[src/rtl/fan_tach_pkg.sv]
package fan_tach_pkg;
  localparam int DEF_CNT_W = 16;
  localparam int DEF_SEL_W = 2;
  typedef enum logic [0:0] {WIN_SEEK = 1'b0, WIN_SPAN = 1'b1} win_state_t;
endpackage

[src/rtl/tach_conditioner.sv]
module tach_conditioner #(
  parameter int SYNC_STAGES = 2,
  parameter int FILT_LEN    = 4
) (
  input  logic clk,
  input  logic rst,
  input  logic tach_raw,
  output logic rise
);
  localparam int RW = $clog2(FILT_LEN + 1);

  logic [SYNC_STAGES-1:0] sync_q;
  logic [RW-1:0]          run_q;
  logic                   clean_q;
  logic                   synced;

  assign synced = sync_q[SYNC_STAGES-1];

  generate
    if (SYNC_STAGES == 1) begin : g_sync1
      always_ff @(posedge clk) begin
        if (rst) sync_q <= '0;
        else     sync_q <= tach_raw;
      end
    end else begin : g_syncn
      always_ff @(posedge clk) begin
        if (rst) sync_q <= '0;
        else     sync_q <= {sync_q[SYNC_STAGES-2:0], tach_raw};
      end
    end
  endgenerate

  // accept a new level only after FILT_LEN consecutive samples disagree
  always_ff @(posedge clk) begin
    if (rst) begin
      run_q   <= '0;
      clean_q <= 1'b0;
      rise    <= 1'b0;
    end else begin
      rise <= 1'b0;
      if (synced == clean_q) begin
        run_q <= '0;
      end else if (run_q == RW'(FILT_LEN - 1)) begin
        run_q   <= '0;
        clean_q <= synced;
        rise    <= synced;
      end else begin
        run_q <= run_q + 1'b1;
      end
    end
  end


  filt_follows_input_chk: assert property (@(posedge clk) disable iff (rst)
    (clean_q != $past(clean_q)) |-> ($past(synced) == clean_q));


  rise_only_high_chk: assert property (@(posedge clk) disable iff (rst)
    rise |-> clean_q);
endmodule

[src/rtl/period_counter.sv]
module period_counter
  import fan_tach_pkg::*;
#(
  parameter int CNT_W = DEF_CNT_W,
  parameter int SEL_W = DEF_SEL_W
) (
  input  logic             clk,
  input  logic             rst,
  input  logic             rise,
  input  logic             ref_tick,
  input  logic [SEL_W-1:0] pulse_sel,
  output logic             done,
  output logic [CNT_W-1:0] result
);
  localparam logic [CNT_W-1:0] FULL = {CNT_W{1'b1}};

  win_state_t       state;
  logic [CNT_W-1:0] cnt;
  logic [CNT_W-1:0] cnt_inc;
  logic [SEL_W-1:0] edges;
  logic [SEL_W-1:0] target;
  logic             sat;

  always_comb begin
    cnt_inc = (ref_tick && cnt != FULL) ? cnt + 1'b1 : cnt;
    sat     = (cnt_inc == FULL);
  end

  always_ff @(posedge clk) begin
    if (rst) begin
      state  <= WIN_SEEK;
      cnt    <= '0;
      edges  <= '0;
      target <= '0;
      done   <= 1'b0;
      result <= '0;
    end else begin
      done <= 1'b0;
      case (state)
        WIN_SEEK: begin
          if (rise) begin
            state  <= WIN_SPAN;
            cnt    <= '0;
            edges  <= '0;
            target <= pulse_sel;
          end else if (sat) begin
            done   <= 1'b1;
            result <= FULL;
            cnt    <= '0;
          end else begin
            cnt <= cnt_inc;
          end
        end
        default: begin
          if (rise && edges == target) begin
            done   <= 1'b1;
            result <= cnt_inc;
            cnt    <= '0;
            edges  <= '0;
            target <= pulse_sel;
          end else if (sat) begin
            done   <= 1'b1;
            result <= FULL;
            state  <= WIN_SEEK;
            cnt    <= '0;
          end else begin
            cnt <= cnt_inc;
            if (rise) edges <= edges + 1'b1;
          end
        end
      endcase
    end
  end


  sat_restarts_chk: assert property (@(posedge clk) disable iff (rst)
    sat |=> (cnt == '0 && done));


  edges_bounded_chk: assert property (@(posedge clk) disable iff (rst)
    (state == WIN_SPAN) |-> (edges <= target));
endmodule

[src/rtl/fan_result_latch.sv]
module fan_result_latch #(
  parameter int CNT_W = 16
) (
  input  logic             clk,
  input  logic             rst,
  input  logic             done,
  input  logic [CNT_W-1:0] result,
  input  logic [CNT_W-1:0] min_limit,
  input  logic             rd_lo,
  input  logic             rd_hi,
  output logic [CNT_W-1:0] reading,
  output logic             valid,
  output logic             fault,
  output logic [7:0]       byte_out
);
  logic [7:0] hi_shadow;
  logic       hold;

  always_ff @(posedge clk) begin
    if (rst) begin
      reading   <= '0;
      valid     <= 1'b0;
      fault     <= 1'b0;
      byte_out  <= '0;
      hi_shadow <= '0;
      hold      <= 1'b0;
    end else begin
      valid <= done;
      if (done) begin
        reading <= result;
        fault   <= (result > min_limit);
      end
      if (rd_lo) begin
        byte_out  <= reading[7:0];
        hi_shadow <= 8'(reading >> 8);
        hold      <= 1'b1;
      end else if (rd_hi) begin
        byte_out <= hold ? hi_shadow : 8'(reading >> 8);
        hold     <= 1'b0;
      end
    end
  end


  valid_single_chk: assert property (@(posedge clk) disable iff (rst)
    valid |=> !valid);


  reading_hold_chk: assert property (@(posedge clk) disable iff (rst)
    !done |=> $stable(reading));


  fault_compare_chk: assert property (@(posedge clk) disable iff (rst)
    done |=> (fault == ($past(result) > $past(min_limit))));


  shadow_freeze_chk: assert property (@(posedge clk) disable iff (rst)
    (hold && !rd_lo) |=> $stable(hi_shadow));
endmodule

[src/rtl/fan_period_meter.sv]
module fan_period_meter
  import fan_tach_pkg::*;
#(
  parameter int CNT_W       = DEF_CNT_W,
  parameter int SEL_W       = DEF_SEL_W,
  parameter int SYNC_STAGES = 2,
  parameter int FILT_LEN    = 4
) (
  input  logic             clk,
  input  logic             rst,
  input  logic             tach_raw,
  input  logic             ref_tick,
  input  logic [SEL_W-1:0] pulse_sel,
  input  logic [CNT_W-1:0] min_limit,
  input  logic             rd_lo,
  input  logic             rd_hi,
  output logic [CNT_W-1:0] reading,
  output logic             reading_valid,
  output logic             slow_fault,
  output logic [7:0]       byte_out
);
  logic             rise;
  logic             done;
  logic [CNT_W-1:0] result;

  tach_conditioner #(.SYNC_STAGES(SYNC_STAGES), .FILT_LEN(FILT_LEN)) u_cond (
    .clk(clk), .rst(rst), .tach_raw(tach_raw), .rise(rise)
  );

  period_counter #(.CNT_W(CNT_W), .SEL_W(SEL_W)) u_cnt (
    .clk(clk), .rst(rst), .rise(rise), .ref_tick(ref_tick),
    .pulse_sel(pulse_sel), .done(done), .result(result)
  );

  fan_result_latch #(.CNT_W(CNT_W)) u_lat (
    .clk(clk), .rst(rst), .done(done), .result(result),
    .min_limit(min_limit), .rd_lo(rd_lo), .rd_hi(rd_hi),
    .reading(reading), .valid(reading_valid), .fault(slow_fault),
    .byte_out(byte_out)
  );
endmodule

[config.mk]
export PLATFORM = sky130hd
export DESIGN_NAME = fan_period_meter
export DESIGN_NICKNAME = d
export VERILOG_FILES = /design/src/rtl/fan_tach_pkg.sv /design/src/rtl/tach_conditioner.sv /design/src/rtl/period_counter.sv /design/src/rtl/fan_result_latch.sv /design/src/rtl/fan_period_meter.sv
export SDC_FILE = /design/constraint.sdc
export NUM_CORES = 1
export LEC_CHECK = 0
export CAP_MARGIN = 20
export CORE_ASPECT_RATIO = 0.9
export CORE_MARGIN = 4
export CORE_UTILIZATION = 35
export CTS_BUF_LIST = sky130_fd_sc_hd__clkbuf_4 sky130_fd_sc_hd__clkbuf_8 sky130_fd_sc_hd__clkbuf_16
export DETAILED_ROUTE_END_ITERATION = 10
export DONT_BUFFER_PORTS = 1
export PLACE_DENSITY = 0.57
export RECOVER_POWER = 25
export SETUP_SLACK_MARGIN = 0.02
export SLEW_MARGIN = 20
export SYNTH_ARGS = -nofsm -noshare
export SYNTH_HDL_FRONTEND = slang
export SYNTH_SLANG_ARGS = --single-unit
[constraint.sdc]
create_clock -name clk -period 5.09 [get_ports clk]
set_clock_uncertainty 0.15 [all_clocks]
set_input_delay 0.7635 -clock clk [delete_from_list [all_inputs] [get_ports clk]]
set_output_delay 0.7635 -clock clk [all_outputs]
set_load 0.1 [all_outputs]
### After elaboration in Yosys (flattened, before gate mapping)

Cells that the tools add are included.

| storage, ports and cells | value |
|---|---|
| bits in latches | 0 |
| RAM bits | 0 |
| memory bits (read-only) | 0 |
| memories kept | 0 |
| output and inout bits | 26 |
| flip-flop bits (word level) | 80 |

| cells by class | value |
|---|---|
| shift-type cells | 0 |
| muxes and demuxes | 30 |
| magnitude comparators | 1 |
| $mul | 0 |
| div/mod/pow operators | 0 |
| equal/unequal tests | 8 |
| add/subtract/negate cells | 3 |
| reduce and logical (&&, ||, !) cells | 10 |
| bitwise logic cells | 2 |

Operator list:

| operator | number |
|---|---|
| two-way mux 16 bit | 9 |
| two-way mux 8 bit | 3 |
| adder 16 x 1 -> 16 bit (second input constant) | 1 |
| == test 16 bit (second input constant) | 1 |
| > comparator 16 bit | 1 |
| two-way mux 2 bit | 8 |
| inequality test 16 bit (second input constant) | 1 |
| two-way mux 1 bit | 10 |
| OR reduction 3 bit | 2 |
| AND reduction 2 bit | 2 |
| nonzero test 2 bit | 2 |
| adder 3 x 1 -> 3 bit (second input constant) | 1 |
| == test 3 x 2 -> 1 bit (second input constant) | 1 |
| inequality test 3 bit (second input constant) | 1 |
| AND reduction 3 bit | 1 |
| nonzero test 3 bit | 1 |
| adder 2 x 1 -> 2 bit (second input constant) | 1 |
| == test 2 bit | 1 |
| logical AND 1 bit | 2 |
| inequality test 2 x 1 -> 1 bit (second input constant) | 1 |
| inequality test 2 bit (second input constant) | 1 |
| inverter 1 bit | 2 |
| == test 1 bit | 1 |

### Depth between registers and ports, before layout

Gate-level depths: netlist (run 1).

| depth | value |
|---|---|
| depth in word-level cells | 7 |
| depth in mapped cells | 13 |

### Cells and area by module

Synthesis (run 1) repeated with hierarchy kept, for this count alone.

| second synthesis, totals | value |
|---|---|
| cells, all modules | 431 |
| area total of the unflattened synthesis | 3982.6 um^2 |

Modules (own cells, without submodules):

| module | cells each | area an instance (um^2) | instances |
|---|---|---|---|
| period_counter | 214 | 1961.9 | 1 |
| fan_result_latch | 198 | 1776.7 | 1 |
| tach_conditioner | 19 | 244.0 | 1 |

### Worst setup path before layout (run 1)

Ideal clock, no wire load.

| path | value |
|---|---|
| path type | input to register |
| start | in ref_tick |
| end | reg u_cnt.cnt[13] |
| path buffers | 3 |
| setup slack | 1865 ps |
| stages on the path | 10 |
| arrival time | 2953 ps |
| cell sequence | clkbuf_1 -> nand4_1 -> o311a_1 -> a211o_1 -> or4_4 -> nor2_4 -> or4_1 -> buf_2 -> buf_4 -> nor2_1 |

| between the ends | value |
|---|---|
| word-level cells in the longest chain between the ends | 6 |
| elaborated cells between the ends (all ways) | 7 |
| those cells by class | eq/ne (1); mux (5); reduce/logical (1) |

RTL lines:

| item | line | RTL |
|---|---|---|
| start: declaration | fan_period_meter.sv:12 | `input logic ref_tick,` |
| logical AND 1 bit (*) | period_counter.sv:25 | `cnt_inc = (ref_tick && cnt != FULL) ? cnt + 1'b1 : cnt;` |
| two-way mux 16 bit (*) | period_counter.sv:25 |  |
| == test 16 bit | period_counter.sv:26 | `sat = (cnt_inc == FULL);` |
| two-way mux 16 bit (*) | period_counter.sv:46, period_counter.sv:61 |  |
| two-way mux 16 bit (on tied branches) | period_counter.sv:41, period_counter.sv:55 |  |
| two-way mux 16 bit (*) | period_counter.sv:39 | `case (state)` |
| end signal: assignment | period_counter.sv:51 | `cnt <= cnt_inc;` |
| end signal: assignment | period_counter.sv:67 | `cnt <= cnt_inc;` |
| end: declaration | period_counter.sv:18 | `logic [CNT_W-1:0] cnt;` |

Every way passes the cells marked *; elsewhere a longest branch is shown, timed or not.
A chain may end at the register's enable or synchronous reset.

### Worst setup path after layout (run 1)

| path | value |
|---|---|
| start | reg u_cnt.cnt[0] |
| end | reg u_cnt.cnt[15] |

| between the ends | value |
|---|---|
| word-level cells in the longest chain between the ends | 7 |
| elaborated cells between the ends (all ways) | 9 |
| those cells by class | add/sub (1); eq/ne (2); mux (5); reduce/logical (1) |

RTL lines:

| item | line |
|---|---|
| parallel branches: the longest is 2 deep, another holds adder 16 x 1 -> 16 bit | n/a |
| two-way mux 16 bit (*) | period_counter.sv:25 |
| == test 16 bit | period_counter.sv:26 |
| two-way mux 16 bit (*) | period_counter.sv:46, period_counter.sv:61 |
| two-way mux 16 bit (on tied branches) | period_counter.sv:41, period_counter.sv:55 |
| two-way mux 16 bit (*) | period_counter.sv:39 |

Every way passes the cells marked *.

==> results.sh, run 1 <==
export IMPL_synth_mux_area_share_pct=9.34
export IMPL_internal_power_mw=1.07
export IMPL_synth_area_leaders="dfxtp_1, mux2i_1, nor2_1"
export IMPL_power_density_cell_area_nw_per_um2=312
export IMPL_cell_by_cell_listing_of_the_critical_path="ha_1 -> nand3_1 -> or4_1 -> a21oi_2 -> o211ai_1 -> or4_4 -> nor2_4 -> or4_1 -> nor2_1"
export IMPL_synth_compound_area_share_pct=15.3
export IMPL_worstSetupEndpointType="flip-flop"
export IMPL_layout_drive_gt1_share_pct=7.49
export IMPL_critPathLaunchType="flip-flop"
export IMPL_synth_distinct_cells=59
export IMPL_cts_buffers_inserted=9
export IMPL_area_of_the_die_sq_um=13100
export IMPL_proportion_of_total_power_due_to_net_switching_pct=21.0
export IMPL_die_x_um=120
export IMPL_fin_setup_tns_ns=0
export IMPL_grt_start_max_net_pins=64
export IMPL_filler_cells_inserted=1102
export IMPL_rsz0062_at_grt="false"
export IMPL_antenna_found_initial=0
export IMPL_hold_viol=0
export IMPL_library_cell_occupying_the_most_area_in_the_post_synthesis_netlist="dfxtp_1"
export IMPL_worstMarginPinSlew_ns=1.07
export IMPL_most_common_layout_cells="dfxtp_1, nor2_1, inv_1, mux2i_1, ha_1"
export IMPL_placeable_area_sq_um=10900
export IMPL_wl_um=9190
export IMPL_grt_first_pass_wirelength_um=15100
export IMPL_synth_xor_area_share_pct=2.65
export IMPL_overflow=0
export IMPL_ir_drop_uv=177
export IMPL_starting_density_of_the_core_pct=36.2
export IMPL_routed_via_count=3077
export IMPL_first_pass_iters=4
export IMPL_antenna_violating_nets_post_route=0
export IMPL_total_leakage_power_nw=1.57
export IMPL_ctsHoldBuffers=0
export IMPL_tritoncts_clock_tree="done"
export IMPL_synth_simple_area_share_pct=19.3
export IMPL_worst_path_max_stage_delay_ns=0.63
export IMPL_cts_htree_levels=3
export IMPL_worst_skew_pair_late_latency_ns=0.33
export IMPL_synth_enable_flop_cells=0
export IMPL_timing_max_slew_rel_slack_pct=28.7
export IMPL_yosys_area_top_type_share_pct=40.4
export IMPL_fin_crit_ns=3.59
export IMPL_final_common_cell="dfxtp_1"
export IMPL_worstPathArrival_ns=3.63
export IMPL_achievable_clock_frequency_mhz=278
export IMPL_routabilityCongestion=0.885
export IMPL_post_route_drc_count=0
export IMPL_ctsRootBufferMaster="clkbuf_16"
export IMPL_slowest_stage="or4_1"
export IMPL_postCtsSetupBuffers=0
export IMPL_die_y_um=109
export IMPL_maxSlewViolCount=0
export IMPL_design_final_nets=466
export IMPL_layout_area_overhead_vs_synth_pct=9.53
export IMPL_clock_path_buffers=2
export IMPL_p_seq_share_pct=48.1
export IMPL_synth_top_family_by_area="simple AND/OR/NAND/NOR gates"
export IMPL_crit_type="reg -> reg"
export IMPL_synth_async_reset_ratio_pct=0
export IMPL_number_of_antenna_repair_diodes=0
export IMPL_post_synth_instance_area_sq_um=3960
export IMPL_period_utilization_pct=70.6
export IMPL_postSynthAreaPerCell_sq_um=9.01
export IMPL_gr_usage_all_layers_pct=14.4
export IMPL_cts_repair_resized=0
export IMPL_dp_hpwl_um=6750
export IMPL_cts_sink_count=80
export IMPL_pwr_share_clk_pct=49.3
export IMPL_worstPathRequired_ns=5.13
export IMPL_yosys_warnings=0
export IMPL_synth_seq_cells=80
export IMPL_switchingPower_mw=0.284
export IMPL_holdCritPathClass="reg -> reg"
export IMPL_synthAdderAreaFrac_pct=6.00
export IMPL_ys_flop_type="dfxtp_1"
export IMPL_path_delay_family="simple AND/OR/NAND/NOR gates"
export IMPL_synth_yosys_seq_area_share_pct=40.4
export IMPL_max_capacitance_violation_count=0
export IMPL_finalPower_mw=1.35
export IMPL_dr_first_iter_drc_count=161
export IMPL_path_max_fanout=16
export IMPL_combinationalPowerShare_pct=2.6
export IMPL_first_global_vias=2878
export IMPL_finalSetupViolations=0
export IMPL_clk_transition_reported_paths_ns=0.06
export IMPL_status="complete, no violations"
export IMPL_route_detailed_wl_per_inst_um=15.9
export IMPL_syn_inst=440
export IMPL_via_per_inst=5.31
export IMPL_timing_critical_path_buf_inv=0
export IMPL_numPortBuffers=0
export IMPL_boundaryPins=50
export IMPL_path_common_cell="or4_1"
export IMPL_synth_fp_nets=483
export IMPL_rows=36
## cells in the mapped netlist, types with 7 or more instances
cell      count
nand4_1      14
a221oi_1      7
ha_1         19
nand3_1      17
inv_1        41
mux2i_1      37
nand2_1       8
a21oi_1      15
o21ai_0       8
a221oi_2      9
nor2_1       73
a211oi_1      9
clkbuf_1     18
dfxtp_1      80
## stage by stage
step	cell area (sq um)	instances	utilization, %	hold WS, ns	setup slack [ns]
after floorplan	3960	440	-	0.249	1.87
after global placement	4030	564	36.8	0.259	1.69
after detailed placement	4030	564	36.8	0.266	1.52
after CTS	4340	579	39.7	0.275	1.50
after global routing	4340	579	39.7	0.289	1.25
final	4340	579	39.7	0.277	1.50
## sequential cells by signal (all words and copies together) (netlist names), 2 cells and up
register,flops
u_cnt.cnt,16
u_cnt.result,16
u_lat.reading,16
u_lat.byte_out,8
u_lat.hi_shadow,8
u_cond.run_q,3
u_cnt.edges,2
u_cnt.target,2
u_cond.sync_q,2
## cell families after synthesis
group | after synthesis
muxes | 37
and+or+nand+nor | 149
DFF | 80
AOI/OAI and AO/OA | 74
adders and majority gates | 19
xor gates and xnor gates | 12
buffers and inverters | 69
## worst reg2reg max path, cell delays in order (launching register included)
cell      delay, ns
dfxtp_1        0.43
ha_1           0.38
nand3_1        0.14
or4_1          0.63
a21oi_2        0.18
o211ai_1       0.12
or4_4          0.61
nor2_4         0.21
or4_1          0.50
nor2_1         0.12
## layer usage
| metal | part of all wire, % | wire length, um | track usage (%) |
|---|---|---|---|
| met1 | 49 | 4510 | 20.1 |
| met2 | 44 | 4010 | 21.7 |
| met3 | 5.8 | 532 | 4.25 |
| met4 | 1.5 | 136 | 4.25 |
| met5 | 0 | 0 | 0 |
## power by group through the flow
stage / Sequential (mW) / Combinational (mW) / Clock, mW
after floorplan: 0.662 / 0.0422 / 0
after global placement: 0.665 / 0.0335 / 0
after detailed placement: 0.666 / 0.0345 / 0
after CTS: 0.652 / 0.0347 / 0.679
after global routing: 0.652 / 0.0389 / 0.705
final: 0.652 / 0.0345 / 0.668
## final cells by class
class | instances | area, sq um | share of cell area, %
multi-input cells | 291 | 2080 | 48.0
clock inverters | 2 | 37.5 | 0.865
clock buffers | 13 | 274 | 6.31
flip-flops and latches | 80 | 1600 | 36.9
inverters | 41 | 154 | 3.54
well taps | 152 | 190 | 4.38
## worst paths after layout
| check | slack (ns) | endpoint | start | cells past startpoint |
|---|---|---|---|---|
| worst min register to register | 0.28 | u_cond.run_q[0] | u_cond.run_q[0] | 1 |
| worst max-delay path | 1.50 | u_cnt.cnt[15] | u_cnt.cnt[0] | 9 |
| worst min-delay path | 0.28 | u_cond.run_q[0] | u_cond.run_q[0] | 1 |
| worst max register to register | 1.50 | u_cnt.cnt[15] | u_cnt.cnt[0] | 9 |
(Power assumes the default switching activity.)
==> run 2, diff against run 1 <==
Settings changed: PLACE_DENSITY 0.57 to 0.59.
Clock period 5.09 ns to 3.1 ns, I/O delays scaled along.
==> results.sh, run 2 (synthesis gave the netlist of run 1 again) <==
export IMPL_fin_crit_ns=3.06
export IMPL_total_leakage_power_nw=1.76
export IMPL_critPathLaunchType="flip-flop"
export IMPL_switchingPower_mw=0.519
export IMPL_antenna_violating_nets_post_route=0
export IMPL_worstSetupEndpointType="flip-flop"
export IMPL_design_final_nets=504
export IMPL_finish_instance_area_sq_um=4700
export IMPL_status="complete, no violations"
export IMPL_rsz0062_at_grt="true"
export IMPL_worstMarginPinSlew_ns=1.30
export IMPL_p_seq_share_pct=47.7
export IMPL_worstPathRequired_ns=3.19
export IMPL_combinationalPowerShare_pct=3.2
export IMPL_die_y_um=109
export IMPL_dp_hpwl_um=6970
export IMPL_internal_power_mw=1.71
export IMPL_placeable_area_sq_um=10900
export IMPL_numPortBuffers=0
export IMPL_reg_top3="u_cnt.cnt: 16 flops, u_cnt.result: 16 flops, u_lat.reading: 16 flops"
export IMPL_cts_sink_count=80
export IMPL_cts_htree_levels=3
export IMPL_power_density_cell_area_nw_per_um2=475
export IMPL_number_of_antenna_repair_diodes=0
export IMPL_worstPathArrival_ns=3.16
export IMPL_hold_viol=0
export IMPL_gr_usage_all_layers_pct=14.6
export IMPL_period_utilization_pct=98.9
export IMPL_ctsRootBufferMaster="clkbuf_16"
export IMPL_fin_setup_tns_ns=0
export IMPL_max_capacitance_violation_count=0
export IMPL_die_x_um=120
export IMPL_path_max_fanout=6
export IMPL_clock_path_buffers=2
export IMPL_layout_area_overhead_vs_synth_pct=18.5
export IMPL_holdCritPathClass="in -> reg"
export IMPL_boundaryPins=50
export IMPL_routed_via_count=3260
export IMPL_layout_drive_gt1_share_pct=18.2
export IMPL_wl_um=9610
export IMPL_timing_max_slew_rel_slack_pct=13.2
export IMPL_first_pass_iters=4
export IMPL_first_global_vias=3000
export IMPL_placed_area_sq_um=4280
export IMPL_finalSetupViolations=0
export IMPL_tritoncts_clock_tree="done"
export IMPL_grt_start_max_net_pins=64
export IMPL_area_of_the_die_sq_um=13100
export IMPL_overflow=0
export IMPL_pwr_share_clk_pct=49.1
export IMPL_cts_buffers_inserted=9
export IMPL_routabilityCongestion=0.843
export IMPL_route_detailed_wl_per_inst_um=15.5
export IMPL_via_per_inst=5.28
export IMPL_most_common_layout_cells="nor2_1, dfxtp_1, inv_1, mux2i_1, buf_4"
export IMPL_rows=36
export IMPL_worst_skew_pair_late_latency_ns=0.33
export IMPL_grt_first_pass_wirelength_um=15100
export IMPL_proportion_of_total_power_due_to_net_switching_pct=23.3
export IMPL_antenna_found_initial=0
export IMPL_clk_transition_reported_paths_ns=0.07
export IMPL_post_route_drc_count=0
export IMPL_achievable_clock_frequency_mhz=326
export IMPL_crit_type="reg -> reg"
export IMPL_dr_first_iter_drc_count=147
export IMPL_ir_drop_uv=281
export IMPL_maxSlewViolCount=0
export IMPL_starting_density_of_the_core_pct=36.2
export IMPL_ctsHoldBuffers=0
## run 2: worst max-delay path: stages, from the launching register on
cell,delay (ns)
dfxtp_2,0.35
ha_4,0.14
nand3_2,0.08
or4_4,0.56
a21oi_2,0.14
o211ai_1,0.10
or4_4,0.61
nor3_4,0.29
o22ai_2,0.23
a221oi_1,0.31
## run 2: path summary, 6_finish.rpt
check | endpoint | startpoint | slack [ns] | cells after the start
worst max-delay path | u_cnt.result[2] | u_cnt.cnt[0] | 0.04 | 9
worst min-delay path | u_cond.sync_q[0] | rst | 0.04 | 1
worst max register to register | u_cnt.result[2] | u_cnt.cnt[0] | 0.04 | 9
worst min register to register | u_cond.run_q[0] | u_cond.run_q[0] | 0.27 | 1
## run 2: layout make-up
type                            instances  area, sq um
Timing Repair Buffer                   36          259
Multi-Input combinational cell        293         2170
Sequential cell                        80         1610
Clock inverter                          7         85.1
Fill cell                            1043         6250
Clock buffer                            9          225
Tap cell                              152          190
Inverter                               41          154
## run 2: metal layers
metal | wire length (um) | share of wire, % | global-route usage [%] | vias to the layer above
li1 | - | - | - | 1617
met3 | 424 | 4.4 | 3.89 | 11
met5 | 0 | 0 | 0 | -
met2 | 4420 | 46 | 23.2 | 67
met1 | 4630 | 48 | 19.3 | 1565
met4 | 131 | 1.4 | 5.31 | 0
## run 2: repair_timing
item                                    CTS  global route
hold endpoints to repair                  0             0
buffers inserted                          0             3
gates resized for setup                   1            20
pin swaps                                 0             3
endpoints found under the setup margin    5            32
gates cloned                              0             2
## run 2: per-stage QoR
stage	total power [mW]	setup WS (ns)	instances	hold slack, ns	utilization [%]
floorplan	1.16	0.0466	440	0.249	-
global placement	1.15	0.109	597	0.262	39.1
detailed placement	1.15	-0.0252	597	0.272	39.1
CTS	2.26	0.0598	613	0.0302	42.0
global route	2.31	-0.0485	618	0.0263	42.9
finish	2.23	0.0356	618	0.0382	42.9
## run 2: power groups by stage
stage / sequential (mW) / combinational, mW / clock [mW]
2_1_floorplan: 1.09 / 0.0696 / 0
3_3_place_gp: 1.09 / 0.0656 / 0
3_5_place_dp: 1.09 / 0.0675 / 0
4_1_cts: 1.06 / 0.0682 / 1.12
5_1_grt: 1.07 / 0.0798 / 1.17
6_report: 1.07 / 0.0717 / 1.10
